[config.mk]
export PLATFORM = sky130hd
export DESIGN_NAME = dma_regfile
export DESIGN_NICKNAME = d
export VERILOG_FILES = /design/src/rtl/dmareg_pkg.sv /design/src/rtl/dmareg_decode.sv /design/src/rtl/dmareg_irq.sv /design/src/rtl/dma_regfile.sv
export SDC_FILE = /design/constraint.sdc
export NUM_CORES = 1
export LEC_CHECK = 0
export ABC_CLOCK_PERIOD_IN_PS = 3710
export BUFFER_PORTS_ARGS = -buffer_cell sky130_fd_sc_hd__buf_4
export CORE_MARGIN = 2
export CORE_UTILIZATION = 45
export DETAILED_ROUTE_END_ITERATION = 12
export PLACE_DENSITY = 0.75
export SLEW_MARGIN = 0
export SYNTH_ARGS = -nofsm -noshare
export SYNTH_HDL_FRONTEND = slang
export SYNTH_HIERARCHICAL = 1
export SYNTH_SLANG_ARGS = --single-unit
export TNS_END_PERCENT = 100
[constraint.sdc]
create_clock -name clk -period 3.71 [get_ports clk]
set_input_delay 0.742 -clock clk [delete_from_list [all_inputs] [get_ports clk]]
set_output_delay 0.742 -clock clk [all_outputs]
set_load 0.03 [all_outputs]
[src/rtl/dmareg_pkg.sv]
package dmareg_pkg;

  typedef enum logic [3:0] {
    SEL_NONE,
    SEL_SRST,
    SEL_CTRL,
    SEL_SRC,
    SEL_DST,
    SEL_LEN,
    SEL_STAT,
    SEL_ISR,
    SEL_IER
  } reg_sel_e;

  localparam logic [7:0] OFF_SRST = 8'h00;
  localparam logic [7:0] OFF_CTRL = 8'h04;
  localparam logic [7:0] OFF_SRC  = 8'h08;
  localparam logic [7:0] OFF_DST  = 8'h0C;
  localparam logic [7:0] OFF_LEN  = 8'h10;
  localparam logic [7:0] OFF_STAT = 8'h14;
  localparam logic [7:0] OFF_ISR  = 8'h2C;
  localparam logic [7:0] OFF_IER  = 8'h30;

  localparam logic [31:0] SRST_KEY = 32'h0000_000A;

  // event slots inside the interrupt words
  localparam int unsigned EVT_DONE = 0;
  localparam int unsigned EVT_ERR  = 1;
  localparam int unsigned N_EVT    = 2;

endpackage

[src/rtl/dmareg_decode.sv]
module dmareg_decode
  import dmareg_pkg::*;
#(
  parameter int unsigned ADDR_W = 6,
  parameter int unsigned DATA_W = 32
) (
  input  logic                  req,
  input  logic                  we,
  input  logic [ADDR_W-1:0]     addr,
  input  logic [DATA_W/8-1:0]   be,
  input  logic [DATA_W-1:0]     wdata,
  output reg_sel_e              sel,
  output logic                  bad,
  output logic                  wr_ok,
  output logic                  soft_hit
);
  localparam int unsigned BE_W = DATA_W / 8;

  logic [7:0] off_w;
  logic       shape_bad;
  logic       key_ok;

  assign off_w     = 8'(addr);
  assign shape_bad = (be != {BE_W{1'b1}}) || (addr[1:0] != 2'b00);
  assign key_ok    = (wdata == DATA_W'(SRST_KEY));

  always_comb begin
    case (off_w)
      OFF_SRST: sel = SEL_SRST;
      OFF_CTRL: sel = SEL_CTRL;
      OFF_SRC:  sel = SEL_SRC;
      OFF_DST:  sel = SEL_DST;
      OFF_LEN:  sel = SEL_LEN;
      OFF_STAT: sel = SEL_STAT;
      OFF_ISR:  sel = SEL_ISR;
      OFF_IER:  sel = SEL_IER;
      default:  sel = SEL_NONE;
    endcase
  end

  assign bad      = req && (shape_bad || (we && sel == SEL_SRST && !key_ok));
  assign wr_ok    = req && we && !bad;
  assign soft_hit = wr_ok && sel == SEL_SRST;

endmodule

[src/rtl/dmareg_irq.sv]
module dmareg_irq #(
  parameter int unsigned N_EVT = 2
) (
  input  logic             clk,
  input  logic             rst,
  input  logic             soft_clr,
  input  logic [N_EVT-1:0] evt,
  input  logic             tog_we,
  input  logic [N_EVT-1:0] tog_val,
  input  logic             ien_we,
  input  logic [N_EVT-1:0] ien_val,
  output logic [N_EVT-1:0] isr_q,
  output logic [N_EVT-1:0] ier_q,
  output logic             irq_o
);
  logic [N_EVT-1:0] isr_d;
  logic [N_EVT-1:0] ier_d;

  for (genvar i = 0; i < N_EVT; i++) begin : g_bit
    // toggle first, then event OR: a coincident event always wins
    assign isr_d[i] = (isr_q[i] ^ (tog_we & tog_val[i])) | evt[i];
    assign ier_d[i] = ien_we ? ien_val[i] : ier_q[i];

    always_ff @(posedge clk) begin
      if (rst || soft_clr) begin
        isr_q[i] <= 1'b0;
        ier_q[i] <= 1'b0;
      end else begin
        isr_q[i] <= isr_d[i];
        ier_q[i] <= ier_d[i];
      end
    end

    assert_evt_sets_R9 : assert property (@(posedge clk) disable iff (rst)
      (evt[i] && !soft_clr) |=> isr_q[i]);

    assert_toggle_R9 : assert property (@(posedge clk) disable iff (rst)
      (tog_we && tog_val[i] && !evt[i] && !soft_clr) |=> (isr_q[i] != $past(isr_q[i])));

    assert_set_wins_R10 : assert property (@(posedge clk) disable iff (rst)
      (tog_we && tog_val[i] && evt[i] && !soft_clr) |=> isr_q[i]);
  end

  always_ff @(posedge clk) begin
    if (rst || soft_clr) irq_o <= 1'b0;
    else                 irq_o <= |(isr_d & ier_d);
  end

  assert_irq_level_R11 : assert property (@(posedge clk) disable iff (rst)
    irq_o == (|(isr_q & ier_q)));

endmodule

[src/rtl/dma_regfile.sv]
module dma_regfile
  import dmareg_pkg::*;
#(
  parameter int unsigned ADDR_W = 6,
  parameter int unsigned DATA_W = 32
) (
  input  logic                clk,
  input  logic                rst,
  input  logic                bus_req,
  input  logic                bus_we,
  input  logic [ADDR_W-1:0]   bus_addr,
  input  logic [DATA_W/8-1:0] bus_be,
  input  logic [DATA_W-1:0]   bus_wdata,
  output logic                bus_ack,
  output logic                bus_err,
  output logic [DATA_W-1:0]   bus_rdata,
  output logic                cfg_src_inc,
  output logic                cfg_dst_inc,
  output logic [DATA_W-1:0]   cfg_src_addr,
  output logic [DATA_W-1:0]   cfg_dst_addr,
  output logic [DATA_W-1:0]   cfg_len,
  output logic                eng_start,
  output logic                eng_srst,
  input  logic                eng_busy,
  input  logic                eng_done,
  input  logic                eng_err,
  input  logic [DATA_W-1:0]   live_src_addr,
  input  logic [DATA_W-1:0]   live_dst_addr,
  input  logic [DATA_W-1:0]   live_len,
  output logic                irq
);
  localparam int unsigned BE_W  = DATA_W / 8;
  localparam int unsigned PAD_W = DATA_W - 2;

  reg_sel_e         sel;
  logic             bad, wr_ok, soft_hit;
  logic             busy_q, berr_q;
  logic             busy_fall, prog_ok, start_ok;
  logic [N_EVT-1:0] isr_w, ier_w, evt_w;
  logic [DATA_W-1:0] rd_mux;

  dmareg_decode #(.ADDR_W(ADDR_W), .DATA_W(DATA_W)) u_dec (
    .req(bus_req), .we(bus_we), .addr(bus_addr), .be(bus_be), .wdata(bus_wdata),
    .sel(sel), .bad(bad), .wr_ok(wr_ok), .soft_hit(soft_hit)
  );

  assign busy_fall = busy_q && !eng_busy;
  assign prog_ok   = wr_ok && !eng_busy;
  assign start_ok  = prog_ok && sel == SEL_LEN;

  assign evt_w[EVT_DONE] = eng_done;
  assign evt_w[EVT_ERR]  = eng_err;

  dmareg_irq #(.N_EVT(N_EVT)) u_irq (
    .clk(clk), .rst(rst), .soft_clr(soft_hit), .evt(evt_w),
    .tog_we(wr_ok && sel == SEL_ISR), .tog_val(bus_wdata[N_EVT-1:0]),
    .ien_we(wr_ok && sel == SEL_IER), .ien_val(bus_wdata[N_EVT-1:0]),
    .isr_q(isr_w), .ier_q(ier_w), .irq_o(irq)
  );

  // programmable state, cleared by reset or the software key
  always_ff @(posedge clk) begin
    if (rst || soft_hit) begin
      cfg_src_inc  <= 1'b1;
      cfg_dst_inc  <= 1'b0;
      cfg_src_addr <= '0;
      cfg_dst_addr <= '0;
      cfg_len      <= '0;
      berr_q       <= 1'b0;
      busy_q       <= 1'b0;
      eng_start    <= 1'b0;
    end else begin
      busy_q    <= eng_busy;
      eng_start <= start_ok;
      if (wr_ok && sel == SEL_CTRL) begin
        cfg_src_inc <= bus_wdata[DATA_W-1];
        cfg_dst_inc <= bus_wdata[DATA_W-2];
      end
      if (busy_fall) begin
        cfg_src_addr <= live_src_addr;
        cfg_dst_addr <= live_dst_addr;
        cfg_len      <= live_len;
      end
      if (prog_ok && sel == SEL_SRC) cfg_src_addr <= bus_wdata;
      if (prog_ok && sel == SEL_DST) cfg_dst_addr <= bus_wdata;
      if (start_ok)                  cfg_len      <= bus_wdata;
      if (eng_err)       berr_q <= 1'b1;
      else if (start_ok) berr_q <= 1'b0;
    end
  end

  always_comb begin
    case (sel)
      SEL_CTRL: rd_mux = {cfg_src_inc, cfg_dst_inc, {PAD_W{1'b0}}};
      SEL_SRC:  rd_mux = eng_busy ? live_src_addr : cfg_src_addr;
      SEL_DST:  rd_mux = eng_busy ? live_dst_addr : cfg_dst_addr;
      SEL_LEN:  rd_mux = eng_busy ? live_len : cfg_len;
      SEL_STAT: rd_mux = {eng_busy, berr_q, {PAD_W{1'b0}}};
      SEL_ISR:  rd_mux = DATA_W'(isr_w);
      SEL_IER:  rd_mux = DATA_W'(ier_w);
      default:  rd_mux = '0;
    endcase
  end

  // bus response path, only the hardware reset touches it
  always_ff @(posedge clk) begin
    if (rst) begin
      bus_ack   <= 1'b0;
      bus_err   <= 1'b0;
      bus_rdata <= '0;
      eng_srst  <= 1'b0;
    end else begin
      bus_ack   <= bus_req;
      bus_err   <= bad;
      bus_rdata <= (bus_req && !bus_we && !bad) ? rd_mux : '0;
      eng_srst  <= soft_hit;
    end
  end

  assert_ack_follows_R2 : assert property (@(posedge clk) disable iff (rst)
    bus_req |=> bus_ack);

  assert_subword_err_R4 : assert property (@(posedge clk) disable iff (rst)
    (bus_req && bus_be != {BE_W{1'b1}}) |=> (bus_err && bus_rdata == '0));

  assert_start_idle_R6 : assert property (@(posedge clk) disable iff (rst)
    eng_start |-> $past(!eng_busy && bus_req && bus_we));

  assert_berr_sticky_R8 : assert property (@(posedge clk) disable iff (rst)
    (eng_err && !soft_hit) |=> berr_q);

  assert_capture_R7 : assert property (@(posedge clk) disable iff (rst)
    (busy_fall && !soft_hit && !(prog_ok && sel == SEL_SRC)) |=> cfg_src_addr == $past(live_src_addr));

endmodule

Word-level counts from Yosys, hierarchy flattened
Cells that the tools add are included.

word-level totals
  flip-flop bits (word level) = 141
  bits in latches = 0
  RAM bits = 0
  bits in read-only memories = 0
  input port bits = 145
  output and inout bits = 135
  memories = 0

cells by class
  add/subtract/negate cells = 0
  $mul = 0
  divide/modulo/power cells = 0
  order comparisons = 0
  equality and inequality tests = 17
  shifts and indexed selects = 0
  muxes and demuxes = 15
  bitwise operators = 8
  reduce and logical (&&, ||, !) cells = 31

operators with widths
  operator                                                                 number
  32-bit 2-to-1 mux                                                        9
  32-bit one-hot mux with 7 select lines                                   1
  32-bit by 4-bit equality test with 1-bit output (second input constant)  1
  4-bit one-hot mux with 8 select lines                                    1
  4-bit by 3-bit equality test with 1-bit output (second input constant)   4
  1-bit logical AND                                                        16
  6-bit by 4-bit equality test with 1-bit output (second input constant)   2
  6-bit by 5-bit equality test with 1-bit output (second input constant)   2
  6-bit equality test (second input constant)                              2
  2-bit nonzero test                                                       5
  4-bit by 2-bit equality test with 1-bit output (second input constant)   2
  8-bit logical NOT                                                        1
  6-bit by 3-bit equality test with 1-bit output (second input constant)   1
  4-bit by 1-bit equality test with 1-bit output (second input constant)   1
  4-bit equality test (second input constant)                              1
  1-bit logical NOT                                                        4
  1-bit 2-to-1 mux                                                         4
  4-bit != test (second input constant)                                    1
  2-bit OR reduction                                                       2
  1-bit logical OR                                                         3
  1-bit AND                                                                2
  2-bit AND                                                                1
  1-bit bitwise OR                                                         2
  1-bit bitwise XOR                                                        2
  1-bit inverter                                                           1

Depth between registers and ports, before layout
Gate-level depths: netlist of the first run.

  word-level depth = 15
  gate-level depth with buffers = 12
  mapped depth without buffers = 9

By module
Netlist of the first run, hierarchy kept.

by module, submodules not included
  module         instances  cells each  area an instance (um2)  seq. area each (um2)
  dma_regfile    1          728         7046.8                  2722.6
  dmareg_decode  1          36          274.0                   0.0
  dmareg_irq     1          20          202.7                   100.1

Worst setup path after synthesis of the first run
No wires, ideal clock.

  path kind = input-to-reg
  start point = in bus_addr[1]
  end point = reg cfg_dst_addr[11]
  library setup time = 146 ps
  arrival time = 2906 ps
  data required time = 3564 ps
  slack = 658 ps
  stages = 9
  buffers on the path = 4
  cell sequence = or2_1 -> buf_6 -> nor3_4 -> nor4b_2 -> or2_2 -> clkbuf_1 -> clkbuf_1 -> clkbuf_1 -> a211oi_2

RTL lines
  item                                               RTL line                                  source
  start: declaration                                 dma_regfile.sv:11                         input logic [ADDR_W-1:0] bus_addr,
  6-bit equality test, or another cell as far along  dmareg_decode.sv:28                       case (off_w)
  4-bit one-hot mux with 8 select lines              dmareg_decode.sv:28
  4-bit by 1-bit equality test with 1-bit output     dmareg_decode.sv:41, dmareg_decode.sv:43
  1-bit logical AND (2 in series)                    dmareg_decode.sv:41                       assign bad = req && (shape_bad || (we && sel == SEL_SRST && !key_ok));
  1-bit logical OR                                   dmareg_decode.sv:41
  1-bit logical AND                                  dmareg_decode.sv:41
  1-bit logical NOT                                  dmareg_decode.sv:42                       assign wr_ok = req && we && !bad;
  1-bit logical AND                                  dmareg_decode.sv:42
  1-bit logical AND (*)                              dmareg_decode.sv:43                       assign soft_hit = wr_ok && sel == SEL_SRST;
  via soft_hit                                       dma_regfile.sv:36                         logic bad, wr_ok, soft_hit;
  1-bit logical OR (*)                               dma_regfile.sv:63                         if (rst || soft_hit) begin
  end signal: assignment                             dma_regfile.sv:81                         cfg_dst_addr <= live_dst_addr;
  end signal: assignment                             dma_regfile.sv:85                         if (prog_ok && sel == SEL_DST) cfg_dst_addr <= bus_wdata;
  end: declaration                                   dma_regfile.sv:20                         output logic [DATA_W-1:0] cfg_dst_addr,

Mark *: on every way through the listed nets, which the timed path passes. The rest lies on a longest branch.
A chain may end at the register's enable or synchronous reset.

Final worst setup path of the first run
  start point = in bus_addr[1]
  end point = reg cfg_src_addr[29]

on the way
  word-level cells in the longest chain between the ends = 12

RTL lines
  item                                                            RTL line                                  source
  6-bit equality test, or another cell as far along               dmareg_decode.sv:28
  4-bit one-hot mux with 8 select lines (*)                       dmareg_decode.sv:28
  via sel[1]                                                      dma_regfile.sv:35                         reg_sel_e sel;
  4-bit by 1-bit equality test with 1-bit output                  dmareg_decode.sv:41, dmareg_decode.sv:43
  1-bit logical AND (2 in series)                                 dmareg_decode.sv:41
  1-bit logical OR                                                dmareg_decode.sv:41
  1-bit logical AND                                               dmareg_decode.sv:41
  1-bit logical NOT                                               dmareg_decode.sv:42
  1-bit logical AND                                               dmareg_decode.sv:42
  1-bit logical AND                                               dma_regfile.sv:48                         assign prog_ok = wr_ok && !eng_busy;
  1-bit logical AND                                               dma_regfile.sv:84                         if (prog_ok && sel == SEL_SRC) cfg_src_addr <= bus_wdata;
  32-bit 2-to-1 mux / 2-bit nonzero test (equally long branches)  n/a
  end signal: assignment                                          dma_regfile.sv:80                         cfg_src_addr <= live_src_addr;
  end signal: assignment                                          dma_regfile.sv:84
  end: declaration                                                dma_regfile.sv:19                         output logic [DATA_W-1:0] cfg_src_addr,

Marked as above.

==> out/metrics.cfg, run 1 <==
[synth]
synth_cell_types=52
yosysWarnings=6
ys_seq_area_share_pct=37.5
async_reset_ff_share_pct=0
synth.most_common_cell=mux2i_1
netlist_area_mm2=0.00752
netlist_instances=784
synth_top_area_share_pct=37.5
syn_nets=929
synth_ff_type=dfxtp_1
yosysTopAreaCell=dfxtp_1
synth_seq_cells=141
syn_area_per_cell_um2=9.60
synth_area_leaders=dfxtp_1 (38%), mux2i_1 (22%), nor2_1 (7.0%)
synth_edf_count=0
synth_commonest_cells=mux2i_1 (163), dfxtp_1 (141), nor2_1 (140)

[timing]
slew_viol_final=0
max_freq_mhz=371
fin_tns_setup_ns=0
hold_ws_ns=0.488
rsz0062_at_grt=false
fin_skew_ns=0.00907
post-route-min-period_ns=2.69
setup_viol=0
tightest_slew_ns=0.825
setup_slack_ns=1.02
timing.final.crit_share_pct=72.6
hold_viol_final=0
relSlewSlack_pct=45.0

[worst_setup_path]
critical_path_class=input pin to flop
worstPathRequired_ns=3.99
crit_chain=buf_4, or2_1, nor2_1, nor4bb_4, buf_4, nand2_2, buf_4, nor2_1, a211oi_1
crit_arrival_ns=2.97
max_stage_delay_ns=0.53
crit_path_top_delay_cell=nor2_1
r2r_cells=4
reg2reg_setup_slack_ns=1.93
r2r-start=busy_q
cp_common_cell=buf_4
path_max_fanout=44
end_kind=flop
r2r-end=cfg_dst_addr[12]
crit_path_start_kind=input pin

[finish]
diodes=0
final_util_pct=63.5
syn2layout_area_growth_pct=38.9
finalNonFillerCells=1267
nets=1180
design_area_mm2=0.0105
drive_gt1_share_pct=39.9
fillerInstances=1408

[route]
drt-initial-drc-count=460
remaining_drc_errors=0
wl_mm=24.0
dr.pass1.iters=5
vias=7097
routedWlPerCell_um=18.9
vias_per_cell=5.60
ant_nets=0

[clock_network]
worst_skew_pair.late_latency_ns=0.42
h-tree-depth=4
clock-sinks=141
cts_tree=yes
cts_hold_buf=0
clock_tree.root_cell=clkbuf_16
post_cts_resized=0
cts_buffer_depth=2
clk_pin_slew_ns=0.06
numCtsBuffers=17
post-cts-setup-buffers=0

[power]
total_power_mw=4.04
p_per_area_mw_per_mm2=386
p_leak_nw=4.36
ir_drop_v=0.000301

[place]
postPlaceCellArea_mm2=0.00981
io_buffers=279
hpwlAfterDp_mm=16.7
dpl_worst_slack_ns=0.611
dp.cells=1236
gp_congestion=0.843

[die]
rows=47
core_mm2=0.0165
ios=280
initial_core_util_pct=45.7
dieArea_mm2=0.0178
die_w_um=133
die_h_um=133

[run]
cap_violations=0

[grt]
grt_usage_pct=26.5
grt_pass1_vias=6981
grt_overflow=0
grt_pass1_wl_mm=37.2
antenna_found_initial=0
grt_max_degree=58

[worst_hold_path]
hold-path-endpoint=berr_q
hp-class=flop to flop
whs_path_depth=2
min_from=berr_q

[status]
status=finished clean

-- sequential cells by signal, indices dropped and copies added, names as in the netlist --
| register | cells |
|---|---|
| berr_q | 1 |
| cfg_src_inc | 1 |
| eng_srst | 1 |
| cfg_dst_inc | 1 |
| busy_q | 1 |
| cfg_dst_addr | 32 |
| u_irq/isr_q | 2 |
| u_irq/irq_o | 1 |
| cfg_src_addr | 32 |
| bus_err | 1 |
| u_irq/ier_q | 2 |
| eng_start | 1 |
| bus_rdata | 32 |
| cfg_len | 32 |
| bus_ack | 1 |
-- area by class of cell --
cell class	instances	area, um^2	area share, %
multi-input cells	570	4370	41.8
flip-flops and latches	141	2820	27.0
repair buffers	303	2340	22.4
clock buffers	17	425	4.07
well taps	220	275	2.63
clock inverters	14	218	2.08
inverters	2	7.51	0.0718
-- logic make-up (layout without fill, tap and decap cells) --
kind of cell / count (synthesis) / in the layout / synth area share, %
buffers and inverters: 73 / 336 / 4.91
XOR/XNOR: 1 / 1 / 0.116
AND/OR/NAND/NOR: 194 / 194 / 12.3
multiplexers: 197 / 197 / 26.8
AO/OA/AOI/OAI: 178 / 178 / 18.3
flip-flops: 141 / 141 / 37.5
-- worst max-delay path by stage --
stage	start	endpoint	slack, ns	cells after the start
finish	bus_addr[1]	cfg_src_addr[29]	1.02	9
global route	bus_addr[5]	cfg_src_addr[26]	0.81	11
CTS	bus_wdata[0]	cfg_dst_addr[27]	1.03	10
detailed placement	bus_wdata[0]	cfg_dst_addr[14]	0.61	10
global placement	bus_wdata[0]	cfg_dst_addr[3]	0.67	10
floorplan	bus_addr[1]	cfg_dst_addr[11]	0.66	9
-- routing by layer --
layer	track usage [%]	up-vias	part of all wire (%)
li1	-	3391	-
met1	33.6	3387	43
met2	43.9	265	48
met3	5.75	54	5.9
met4	10.6	0	3.2
met5	0	-	0
-- critical path, delay by kind of cell --
kind | cells | cell delay, ns
simple gates | 5 | 1.52
buf+inv | 3 | 0.64
compound gates | 1 | 0.06
-- placed cells by master, fill, tap and decap left out, types with 3 or more instances in the layout --
| master | synthesis | final |
|---|---|---|
| buf_4 | 1 | 298 |
| mux2i_1 | 163 | 163 |
| dfxtp_1 | 141 | 141 |
| nor2_1 | 140 | 140 |
| a211oi_1 | 65 | 65 |
| mux2_2 | 34 | 34 |
| a21oi_1 | 34 | 34 |
| a211oi_2 | 32 | 32 |
| o22ai_1 | 28 | 28 |
| clkbuf_16 | 0 | 17 |
| nand2_1 | 8 | 6 |
| bufinv_16 | 0 | 5 |
| buf_12 | 0 | 5 |
| nor4_1 | 5 | 5 |
| nor2b_1 | 5 | 4 |
| a31oi_1 | 4 | 4 |
| a22oi_1 | 4 | 4 |
| and2_1 | 3 | 3 |
| nor3_1 | 3 | 3 |
| nand2_2 | 1 | 3 |
| clkinvlp_4 | 0 | 3 |
| nor4_2 | 3 | 3 |
| nand4_1 | 3 | 3 |
-- report_power, final --
| part | switching (mW) | internal [mW] | total, mW |
|---|---|---|---|
| sequential | 0.0318 | 1.55 | 1.59 |
| combinational | 0.297 | 0.279 | 0.576 |
| clock | 0.684 | 1.19 | 1.88 |
(Power assumes the default switching activity.)
==> inputs of run 2 (changes only) <==
Settings changed: ABC_CLOCK_PERIOD_IN_PS 3710 to 2200, PLACE_DENSITY 0.75 to 0.78.
Clock period 3.71 ns to 2.2 ns, I/O delays scaled along.
==> out/metrics.cfg, run 2 (synthesis results as in run 1) <==
[status]
status=finished clean  ; unchanged

[finish]
drive_gt1_share_pct=45.0  ; was 39.9%
fillerInstances=1319  ; was 1408
final_cell_mix=buf_4 (354), mux2i_1 (163), dfxtp_1 (141)  ; was buf_4 (298), mux2i_1 (163), dfxtp_1 (141)
layout_commonest_cell=buf_4  ; unchanged
diodes=0  ; unchanged
nets=1242  ; was 1180
syn2layout_area_growth_pct=46.0  ; was 38.9%
design_area_mm2=0.0110  ; was 0.0105 mm^2

[clock_network]
cts_tree=yes  ; unchanged
clock-sinks=141  ; unchanged
worst_skew_pair.late_latency_ns=0.42  ; about the same
clk_pin_slew_ns=0.06  ; about the same
cts_buffer_depth=2  ; unchanged
clock_tree.root_cell=clkbuf_16  ; unchanged
numCtsBuffers=17  ; unchanged
cts_hold_buf=0  ; unchanged
h-tree-depth=4  ; unchanged

[die]
die_w_um=133  ; unchanged
core_mm2=0.0165  ; unchanged
initial_core_util_pct=45.7  ; unchanged
die_h_um=133  ; unchanged
rows=47  ; unchanged
ios=280  ; unchanged
dieArea_mm2=0.0178  ; unchanged

[route]
routedWlPerCell_um=18.6  ; was 18.9 um
wl_mm=24.7  ; was 24.0 mm
remaining_drc_errors=0  ; unchanged
dr.pass1.iters=5  ; unchanged
drt-initial-drc-count=394  ; was 460
ant_nets=0  ; unchanged
vias_per_cell=5.55  ; was 5.60
vias=7374  ; was 7097

[power]
p_leak_nw=4.69  ; was 4.36 nW
total_power_mw=6.46  ; was 4.04 mW
ir_drop_v=0.000534  ; was 0.000301 V
p_per_area_mw_per_mm2=588  ; was 386 mW/mm^2

[grt]
grt_overflow=0  ; unchanged
grt_util_met1_pct=32.9  ; was 33.6%
use_met3_pct=6.01  ; was 5.75%
grt_usage_pct=27.1  ; was 26.5%
grt_pass1_vias=7375  ; was 6981
antenna_found_initial=0  ; unchanged
grt_max_degree=75  ; was 58
grt_pass1_wl_mm=38.2  ; was 37.2 mm
grt_use_met2_pct=46.7  ; was 43.9%
busiest_layer=met2  ; unchanged

[worst_hold_path]
hp-class=input pin to flop  ; was flop to flop

[worst_setup_path]
worstPathRequired_ns=2.52  ; was 3.99 ns
crit_path_start_kind=input pin  ; unchanged
crit_start=bus_wdata[6]  ; was bus_addr[1]
r2r-start=busy_q  ; unchanged
cp-endpoint=cfg_src_addr[10]  ; was cfg_src_addr[29]
crit_arrival_ns=2.46  ; was 2.97 ns
r2r_cells=4  ; unchanged
r2r-end=cfg_len[25]  ; was cfg_dst_addr[12]
path_max_fanout=49  ; was 44
reg2reg_setup_slack_ns=0.71  ; was 1.93 ns
critical_path_class=input pin to flop  ; unchanged
end_kind=flop  ; unchanged

[timing]
timing.final.crit_share_pct=97.2
max_freq_mhz=468
hold_ws_ns=0.267  ; was 0.488 ns
hold_viol_final=0  ; unchanged
relSlewSlack_pct=62.5  ; was 45.0%
slew_viol_final=0  ; unchanged
tightest_slew_ns=0.563  ; was 0.825 ns
fin_skew_ns=0.00658  ; was 0.00907 ns
post-route-min-period_ns=2.14
setup_viol=0  ; unchanged

[run]
cap_violations=0  ; unchanged

[place]
hpwlAfterDp_mm=17.6  ; was 16.7 mm
io_buffers=279  ; unchanged
postPlaceCellArea_mm2=0.0104  ; was 0.00981 mm^2
gp_congestion=0.860  ; was 0.843

-- run 2: cell types whose count changed in the layout (fill, tap and decap cells not counted), moves of 3 or more --
cell / before / now
nor4_1: 5 / 2
buf_4: 298 / 354
nor2_1: 140 / 128
nor2_2: 1 / 13
buf_12: 5 / 11
bufinv_16: 5 / 1
nor4_2: 3 / 6
clkinv_2: 2 / 5
-- run 2: stage by stage --
stage | util, % | std cells | TNS [ns] | worst slack, ns
finish | 66.7 | 1329 | 0 | 0.0625
global route | 66.7 | 1329 | -0.135 | -0.0324
CTS | 66.5 | 1329 | 0 | 0.0122
detailed placement | 63.1 | 1298 | -45.60 | -0.458
global placement | 63.1 | 1298 | -42.92 | -0.410
floorplan | - | 784 | -1.10 | -0.0270
-- run 2: final cells by class --
cell class	instances	area (um^2)	share of cell area (%)
sequential	141	2820	25.7
clock buffer	20	457	4.16
clock inverter	11	95.1	0.866
inverter	2	7.51	0.0683
multi-input combinational	570	4450	40.5
tap	220	275	2.51
timing repair buffer	365	2880	26.2
-- run 2: worst min path at each step --
stage,start,endpoint,cells past startpoint
floorplan,berr_q,berr_q,2
global placement,berr_q,berr_q,2
detailed placement,berr_q,berr_q,2
CTS,eng_err,berr_q,3
global route,eng_err,berr_q,3
finish,eng_err,berr_q,3
-- run 2: worst max-delay path, cell delays in order --
cell and delay (ns):
buf_4 0.13, nor4_2 0.32, buf_4 0.18, nand4_1 0.21, nor2_2 0.19, o21a_2 0.21
and2b_2 0.22, nand2_2 0.09, buf_12 0.20, a211oi_1 0.26
-- run 2: what timing repair did --
item | CTS | global route
buffers inserted | 0 | 0
gates resized for setup | 3 | 7
setup endpoints to repair | 40 | 87
-- run 2: where the power goes --
part           leakage [nW]  internal (mW)  switching, mW
combinational          3.27          0.529          0.524
clock                 0.267           1.60           1.13
sequential             1.14           2.62         0.0509
-- run 2: layer usage --
metal | vias to the layer above | share of wire [%]
met2 | 281 | 50
met5 | - | 0
met4 | 0 | 2.6
met1 | 3535 | 41
li1 | 3514 | -
met3 | 44 | 6.8
